[config.mk]
export PLATFORM = sky130hd
export DESIGN_NAME = stat_irq_monitor
export DESIGN_NICKNAME = d
export VERILOG_FILES = /design/src/rtl/stmon_pkg.sv /design/src/rtl/stmon_sync.sv /design/src/rtl/stmon_cfg.sv /design/src/rtl/stmon_detect.sv /design/src/rtl/stat_irq_monitor.sv
export SDC_FILE = /design/constraint.sdc
export NUM_CORES = 1
export LEC_CHECK = 0
export BUFFER_PORTS_ARGS = -buffer_cell sky130_fd_sc_hd__buf_2
export CAP_MARGIN = 25
export CORE_UTILIZATION = 50
export CTS_CLUSTER_DIAMETER = 150
export DETAILED_ROUTE_END_ITERATION = 8
export GPL_TIMING_DRIVEN = 0
export HOLD_SLACK_MARGIN = 0.15
export PLACE_DENSITY = 0.84
export SKIP_CTS_REPAIR_TIMING = 1
export SYNTH_ARGS = -nofsm -noshare
export SYNTH_HDL_FRONTEND = slang
export SYNTH_HIERARCHICAL = 1
export SYNTH_SLANG_ARGS = --single-unit
[constraint.sdc]
create_clock -name clk -period 1.7 [get_ports clk]
set_clock_uncertainty 0.2 [all_clocks]
set_input_delay 0.085 -clock clk [delete_from_list [all_inputs] [get_ports clk]]
set_output_delay 0.085 -clock clk [all_outputs]
set_load 0.01 [all_outputs]
[src/rtl/stmon_pkg.sv]
package stmon_pkg;

    // Register byte offsets decoded by software drivers.
    localparam int unsigned OFS_ENABLE = 32'h830;
    localparam int unsigned OFS_MASK   = 32'h834;
    localparam int unsigned OFS_TRIG   = 32'h838;
    localparam int unsigned OFS_POLAR  = 32'h83C;
    localparam int unsigned OFS_MSTAT  = 32'h840;
    localparam int unsigned OFS_RSTAT  = 32'h844;
    localparam int unsigned OFS_ACK    = 32'h84C;
    localparam int unsigned OFS_LIVE   = 32'h850;

endpackage

[src/rtl/stmon_sync.sv]
module stmon_sync #(
    parameter int unsigned W = 12
) (
    input  logic         clk,
    input  logic         rst_n,
    input  logic [W-1:0] async_i,
    output logic [W-1:0] sync_o
);

    typedef struct packed {
        logic [W-1:0] meta;
        logic [W-1:0] sync;
    } sync_t;

    sync_t s_d, s_q;

    always_comb begin
        s_d      = s_q;
        s_d.meta = async_i;
        s_d.sync = s_q.meta;
    end

    always_ff @(posedge clk or negedge rst_n) begin
        if (!rst_n) begin
            s_q <= '0;
        end else begin
            s_q <= s_d;
        end
    end

    assign sync_o = s_q.sync;

endmodule

[src/rtl/stmon_cfg.sv]
module stmon_cfg
    import stmon_pkg::*;
#(
    parameter int unsigned W  = 12,
    parameter int unsigned AW = 12,
    parameter int unsigned DW = 32
) (
    input  logic          clk,
    input  logic          rst_n,
    input  logic          wr_i,
    input  logic [AW-1:0] addr_i,
    input  logic [DW-1:0] wdata_i,
    output logic [W-1:0]  en_o,
    output logic [W-1:0]  mask_o,
    output logic [W-1:0]  trig_o,
    output logic [W-1:0]  pol_o,
    output logic [W-1:0]  ack_o
);

    typedef struct packed {
        logic [W-1:0] en;
        logic [W-1:0] mask;
        logic [W-1:0] trig;
        logic [W-1:0] pol;
    } cfg_t;

    cfg_t c_d, c_q;
    logic [W-1:0] ack_d;
    logic [W-1:0] wfield;
    logic         unused_wdata_hi;

    assign wfield          = wdata_i[W-1:0];
    assign unused_wdata_hi = ^wdata_i[DW-1:W];

    always_comb begin
        c_d   = c_q;
        ack_d = '0;
        if (wr_i) begin
            case (addr_i)
                AW'(OFS_ENABLE): c_d.en   = wfield;
                AW'(OFS_MASK):   c_d.mask = wfield;
                AW'(OFS_TRIG):   c_d.trig = wfield;
                AW'(OFS_POLAR):  c_d.pol  = wfield;
                AW'(OFS_ACK):    ack_d    = wfield;
                default:         ;
            endcase
        end
    end

    always_ff @(posedge clk or negedge rst_n) begin
        if (!rst_n) begin
            c_q <= '0;
        end else begin
            c_q <= c_d;
        end
    end

    assign en_o   = c_q.en;
    assign mask_o = c_q.mask;
    assign trig_o = c_q.trig;
    assign pol_o  = c_q.pol;
    assign ack_o  = ack_d;

endmodule

[src/rtl/stmon_detect.sv]
module stmon_detect #(
    parameter int unsigned W = 12
) (
    input  logic         clk,
    input  logic         rst_n,
    input  logic [W-1:0] line_i,
    input  logic [W-1:0] en_i,
    input  logic [W-1:0] trig_i,
    input  logic [W-1:0] pol_i,
    input  logic [W-1:0] ack_i,
    output logic [W-1:0] raw_o,
    output logic [W-1:0] evt_o
);

    typedef struct packed {
        logic [W-1:0] prev;
        logic [W-1:0] evt;
    } det_t;

    det_t d_d, d_q;
    logic [W-1:0] set_w;

    for (genvar g = 0; g < W; g++) begin : g_bit
        logic rise_w;
        logic fall_w;
        logic lvl_w;
        assign rise_w   = line_i[g] & ~d_q.prev[g];
        assign fall_w   = ~line_i[g] & d_q.prev[g];
        assign lvl_w    = pol_i[g] ? line_i[g] : ~line_i[g];
        assign set_w[g] = en_i[g] & trig_i[g] & (pol_i[g] ? rise_w : fall_w);
        assign raw_o[g] = en_i[g] & (trig_i[g] ? d_q.evt[g] : lvl_w);
    end

    always_comb begin
        d_d      = d_q;
        d_d.prev = line_i;
        // a fresh edge outranks an acknowledge in the same cycle
        d_d.evt  = (d_q.evt & ~ack_i) | set_w;
    end

    always_ff @(posedge clk or negedge rst_n) begin
        if (!rst_n) begin
            d_q <= '0;
        end else begin
            d_q <= d_d;
        end
    end

    assign evt_o = d_q.evt;

endmodule

[src/rtl/stat_irq_monitor.sv]
module stat_irq_monitor
    import stmon_pkg::*;
#(
    parameter int unsigned N_LINES = 12,
    parameter int unsigned ADDR_W  = 12,
    parameter int unsigned DATA_W  = 32
) (
    input  logic              clk,
    input  logic              rst_n,
    input  logic [N_LINES-1:0] line_i,
    input  logic              bus_wr_i,
    input  logic [ADDR_W-1:0] bus_addr_i,
    input  logic [DATA_W-1:0] bus_wdata_i,
    output logic [DATA_W-1:0] bus_rdata_o,
    output logic              irq_o
);

    logic [N_LINES-1:0] live_w;
    logic [N_LINES-1:0] en_w;
    logic [N_LINES-1:0] mask_w;
    logic [N_LINES-1:0] trig_w;
    logic [N_LINES-1:0] pol_w;
    logic [N_LINES-1:0] ack_w;
    logic [N_LINES-1:0] raw_w;
    logic [N_LINES-1:0] evt_w;
    logic [N_LINES-1:0] masked_w;
    logic [DATA_W-1:0]  rd_w;

    stmon_sync #(.W(N_LINES)) i_sync (
        .clk     (clk),
        .rst_n   (rst_n),
        .async_i (line_i),
        .sync_o  (live_w)
    );

    stmon_cfg #(.W(N_LINES), .AW(ADDR_W), .DW(DATA_W)) i_cfg (
        .clk     (clk),
        .rst_n   (rst_n),
        .wr_i    (bus_wr_i),
        .addr_i  (bus_addr_i),
        .wdata_i (bus_wdata_i),
        .en_o    (en_w),
        .mask_o  (mask_w),
        .trig_o  (trig_w),
        .pol_o   (pol_w),
        .ack_o   (ack_w)
    );

    stmon_detect #(.W(N_LINES)) i_detect (
        .clk     (clk),
        .rst_n   (rst_n),
        .line_i  (live_w),
        .en_i    (en_w),
        .trig_i  (trig_w),
        .pol_i   (pol_w),
        .ack_i   (ack_w),
        .raw_o   (raw_w),
        .evt_o   (evt_w)
    );

    assign masked_w = raw_w & ~mask_w;
    assign irq_o    = |masked_w;

    always_comb begin
        rd_w = '0;
        case (bus_addr_i)
            ADDR_W'(OFS_ENABLE): rd_w = DATA_W'(en_w);
            ADDR_W'(OFS_MASK):   rd_w = DATA_W'(mask_w);
            ADDR_W'(OFS_TRIG):   rd_w = DATA_W'(trig_w);
            ADDR_W'(OFS_POLAR):  rd_w = DATA_W'(pol_w);
            ADDR_W'(OFS_MSTAT):  rd_w = DATA_W'(masked_w);
            ADDR_W'(OFS_RSTAT):  rd_w = DATA_W'(raw_w);
            ADDR_W'(OFS_LIVE):   rd_w = DATA_W'(live_w);
            default:             rd_w = '0;
        endcase
    end

    assign bus_rdata_o = rd_w;

endmodule

==> metrics <==
Setup crit end kind=output pin; Starting Density=52.14%; cell area after synthesis=4863 sq um; Max Root-Sink Buffers=2; initial antenna violation count=0; worst path cell trace=xor2_1 -> o21ai_1 -> and2_1 -> nand2b_1 -> o2111ai_2 -> a2111oi_4 -> nand2_1 -> buf_2; CP arrival=2.15 ns; placed instance count=619; Crit path largest cell delay=0.44 ns; Hold Fails Final Rpt=28; final core utilization=68.32%; gr ovfl total=0; FILL cells=662; WL/cell=18.00 um; Logic pwr share=9.8%; area grow syn2layout=31.03%; Seq pwr share=54.8%; flip-flop and latch area=2419 sq um; core area=9328 sq um; run status=finished, violations left; Setup crit start kind=register; Slew HR=45.53%; worst skew pair latency=0.37 ns; worst slew pin tran=0.8170 ns; DP HPWL=7.539 mm; Die Ht=100.6 um; switching share of power=25.17%; Max Freq=410.1 MHz; Sum Neg Setup Slack=-7.369 ns; RePlAce Congestion=0.8502; worst setup margin=-0.7384 ns; buffers and inverters on the worst path=1; setup violators final=38; worst-path maximum fanout=5; die outline width=100.6 um; Clk pwr share=35.4%; Power Density=678.4 nW/um^2; Vias/cell=5.661; Mean Syn Cell Area=11.61 sq um; net switching power=1.088 mW; DRT iter0 DRCs=222; CP required=1.41 ns; internal power=3.235 mW; vias in the first global route=3530; Worst-path clk slew=0.10 ns; area of the multi-input gates=2436 sq um; # nets final=618; TritonCTS Buffers=9; fin. max-slew vios=0; Slowest-stage cell, CP=dfrtp_1; worst min path class=input pin to async pin; Vias=3923; share of post-route cells with drive strength above 1=41.67%; CTS root buffer=clkbuf_8; worst vdd ir=0.4547 mV; non-filler cells in the finished layout=693; first-pass GRT wire length=17.84 mm; Lkg Pwr=2.916 nW; DRC viols=0; yosys warns=6; site row count=35; final hold slack=-0.02723 ns; final wirelength=12.47 mm; CTS tree=done; Buffers on Ports=51; failing checks=hold timing, setup timing; # clock sinks=96; number of routed nets with antenna violations=0; Die ar.=10130 sq um; largest net degree at the start of global routing=69; H-tree levels=3; DRT Pass-1 Iters=4; Max Cap Viol=0; Setup CP Type=register to output pin; Tmin final=2.438 ns; GRT Total Usage=23.17%; final worst path period share=143.4%; critical path's top delay family=compound AO/OA/AOI/OAI gates; number of standard cells after synthesis=419; Ports=92; # diodes=0; RSZ-0062 raised after global routing=yes
-- power groups by stage --
stage	registers [mW]	clock network (mW)	logic, mW
after floorplan	2.40	0	0.155
after global placement	2.41	0	0.292
after detailed placement	2.42	0	0.307
after CTS	2.37	1.56	0.310
after global routing	2.38	1.67	0.457
final	2.37	1.53	0.423
-- routing by layer --
layer / GRT usage (%) / vias up / share of wire [%] / wire length, um
met1: 30.30 / 1953 / 41 / 5130
met3: 5.062 / 39 / 6.5 / 812
met5: 0 / - / 0 / 0
met2: 37.88 / 159 / 49 / 6120
li1: - / 1772 / - / -
met4: 8.807 / 0 / 3.3 / 410
-- worst reg2reg max path, delay by kind of cell (launching register included) --
family	cells	cell delay [ns]
DFF	1	0.44
AOI/OAI and AO/OA	2	0.36
buffers and inverters	1	0.15
and+or+nand+nor	1	0.13
-- through the flow --
stage	setup slack, ns	cell area (sq um)	total power, mW	hold WS (ns)
finish	-0.7384	6372	4.323	-0.02723
global route	-0.8110	6372	4.498	0.008282
CTS	-0.9737	5609	4.239	-0.5626
detailed placement	-0.5349	5408	2.723	-0.1591
global placement	-0.5592	5378	2.703	-0.007368
floorplan	-0.1901	4961	2.558	-0.4106
-- path summary, 6_finish.rpt --
path / start / end / slack [ns] / cells past startpoint
max reg2reg: i_sync/sync_o[7]$_DFF_PN0_ / i_detect/evt_o[7]$_DFF_PN0_ / 0.37 / 4
min: rst_n / i_sync/s_d[2]$_DFF_PN0_ / -0.03 / 2
max in group asynchronous: rst_n / i_cfg/pol_o[8]$_DFFE_PN0P_ / 0.65 / 3
min in group clk: bus_addr_i[2] / i_cfg/mask_o[11]$_DFFE_PN0P_ / 0.01 / 3
max: i_cfg/pol_o[4]$_DFFE_PN0P_ / irq_o / -0.74 / 8
min reg2reg: i_sync/s_d[0]$_DFF_PN0_ / i_sync/sync_o[0]$_DFF_PN0_ / 0.16 / 0
-- cells in the final DEF, fill, tap and decap left out, types with 3 or more instances in the layout --
| cell | count |
|---|---|
| and2_1 | 15 |
| a22oi_2 | 6 |
| o21ai_1 | 12 |
| xor2_1 | 12 |
| o22a_1 | 4 |
| and2_4 | 9 |
| nand2_1 | 33 |
| dlygate4sd3_1 | 30 |
| a22oi_1 | 10 |
| dfrtp_2 | 13 |
| or4b_4 | 3 |
| nand2b_1 | 15 |
| a32o_1 | 13 |
| buf_4 | 50 |
| mux2_4 | 5 |
| o22ai_1 | 13 |
| dfrtp_1 | 83 |
| conb_1 | 20 |
| clkbuf_1 | 4 |
| o22ai_2 | 4 |
| clkbuf_8 | 9 |
| mux2i_1 | 11 |
| a22o_1 | 13 |
| buf_2 | 47 |
| mux2_2 | 44 |
| nor2b_1 | 8 |
| nor2b_4 | 4 |
| buf_6 | 6 |
| inv_1 | 18 |
| o221ai_2 | 7 |
-- state kept, by name (all words and copies together) (netlist names) --
signal / flops
i_cfg/en_o: 12
i_cfg/mask_o: 12
i_cfg/pol_o: 12
i_cfg/trig_o: 12
i_detect/d_q: 12
i_detect/evt_o: 12
i_sync/s_d: 12
i_sync/sync_o: 12
-- area by class of cell --
type,instances,share of cell area (%)
plain buffers,34,3.927
clock buffers,9,1.944
clock inverters,7,1.217
inverters,19,1.119
multi-input cells,289,38.23
flip-flops and latches,96,37.95
well taps,129,2.533
repair buffers,110,13.08
Power figures use the tool's default switching activity.
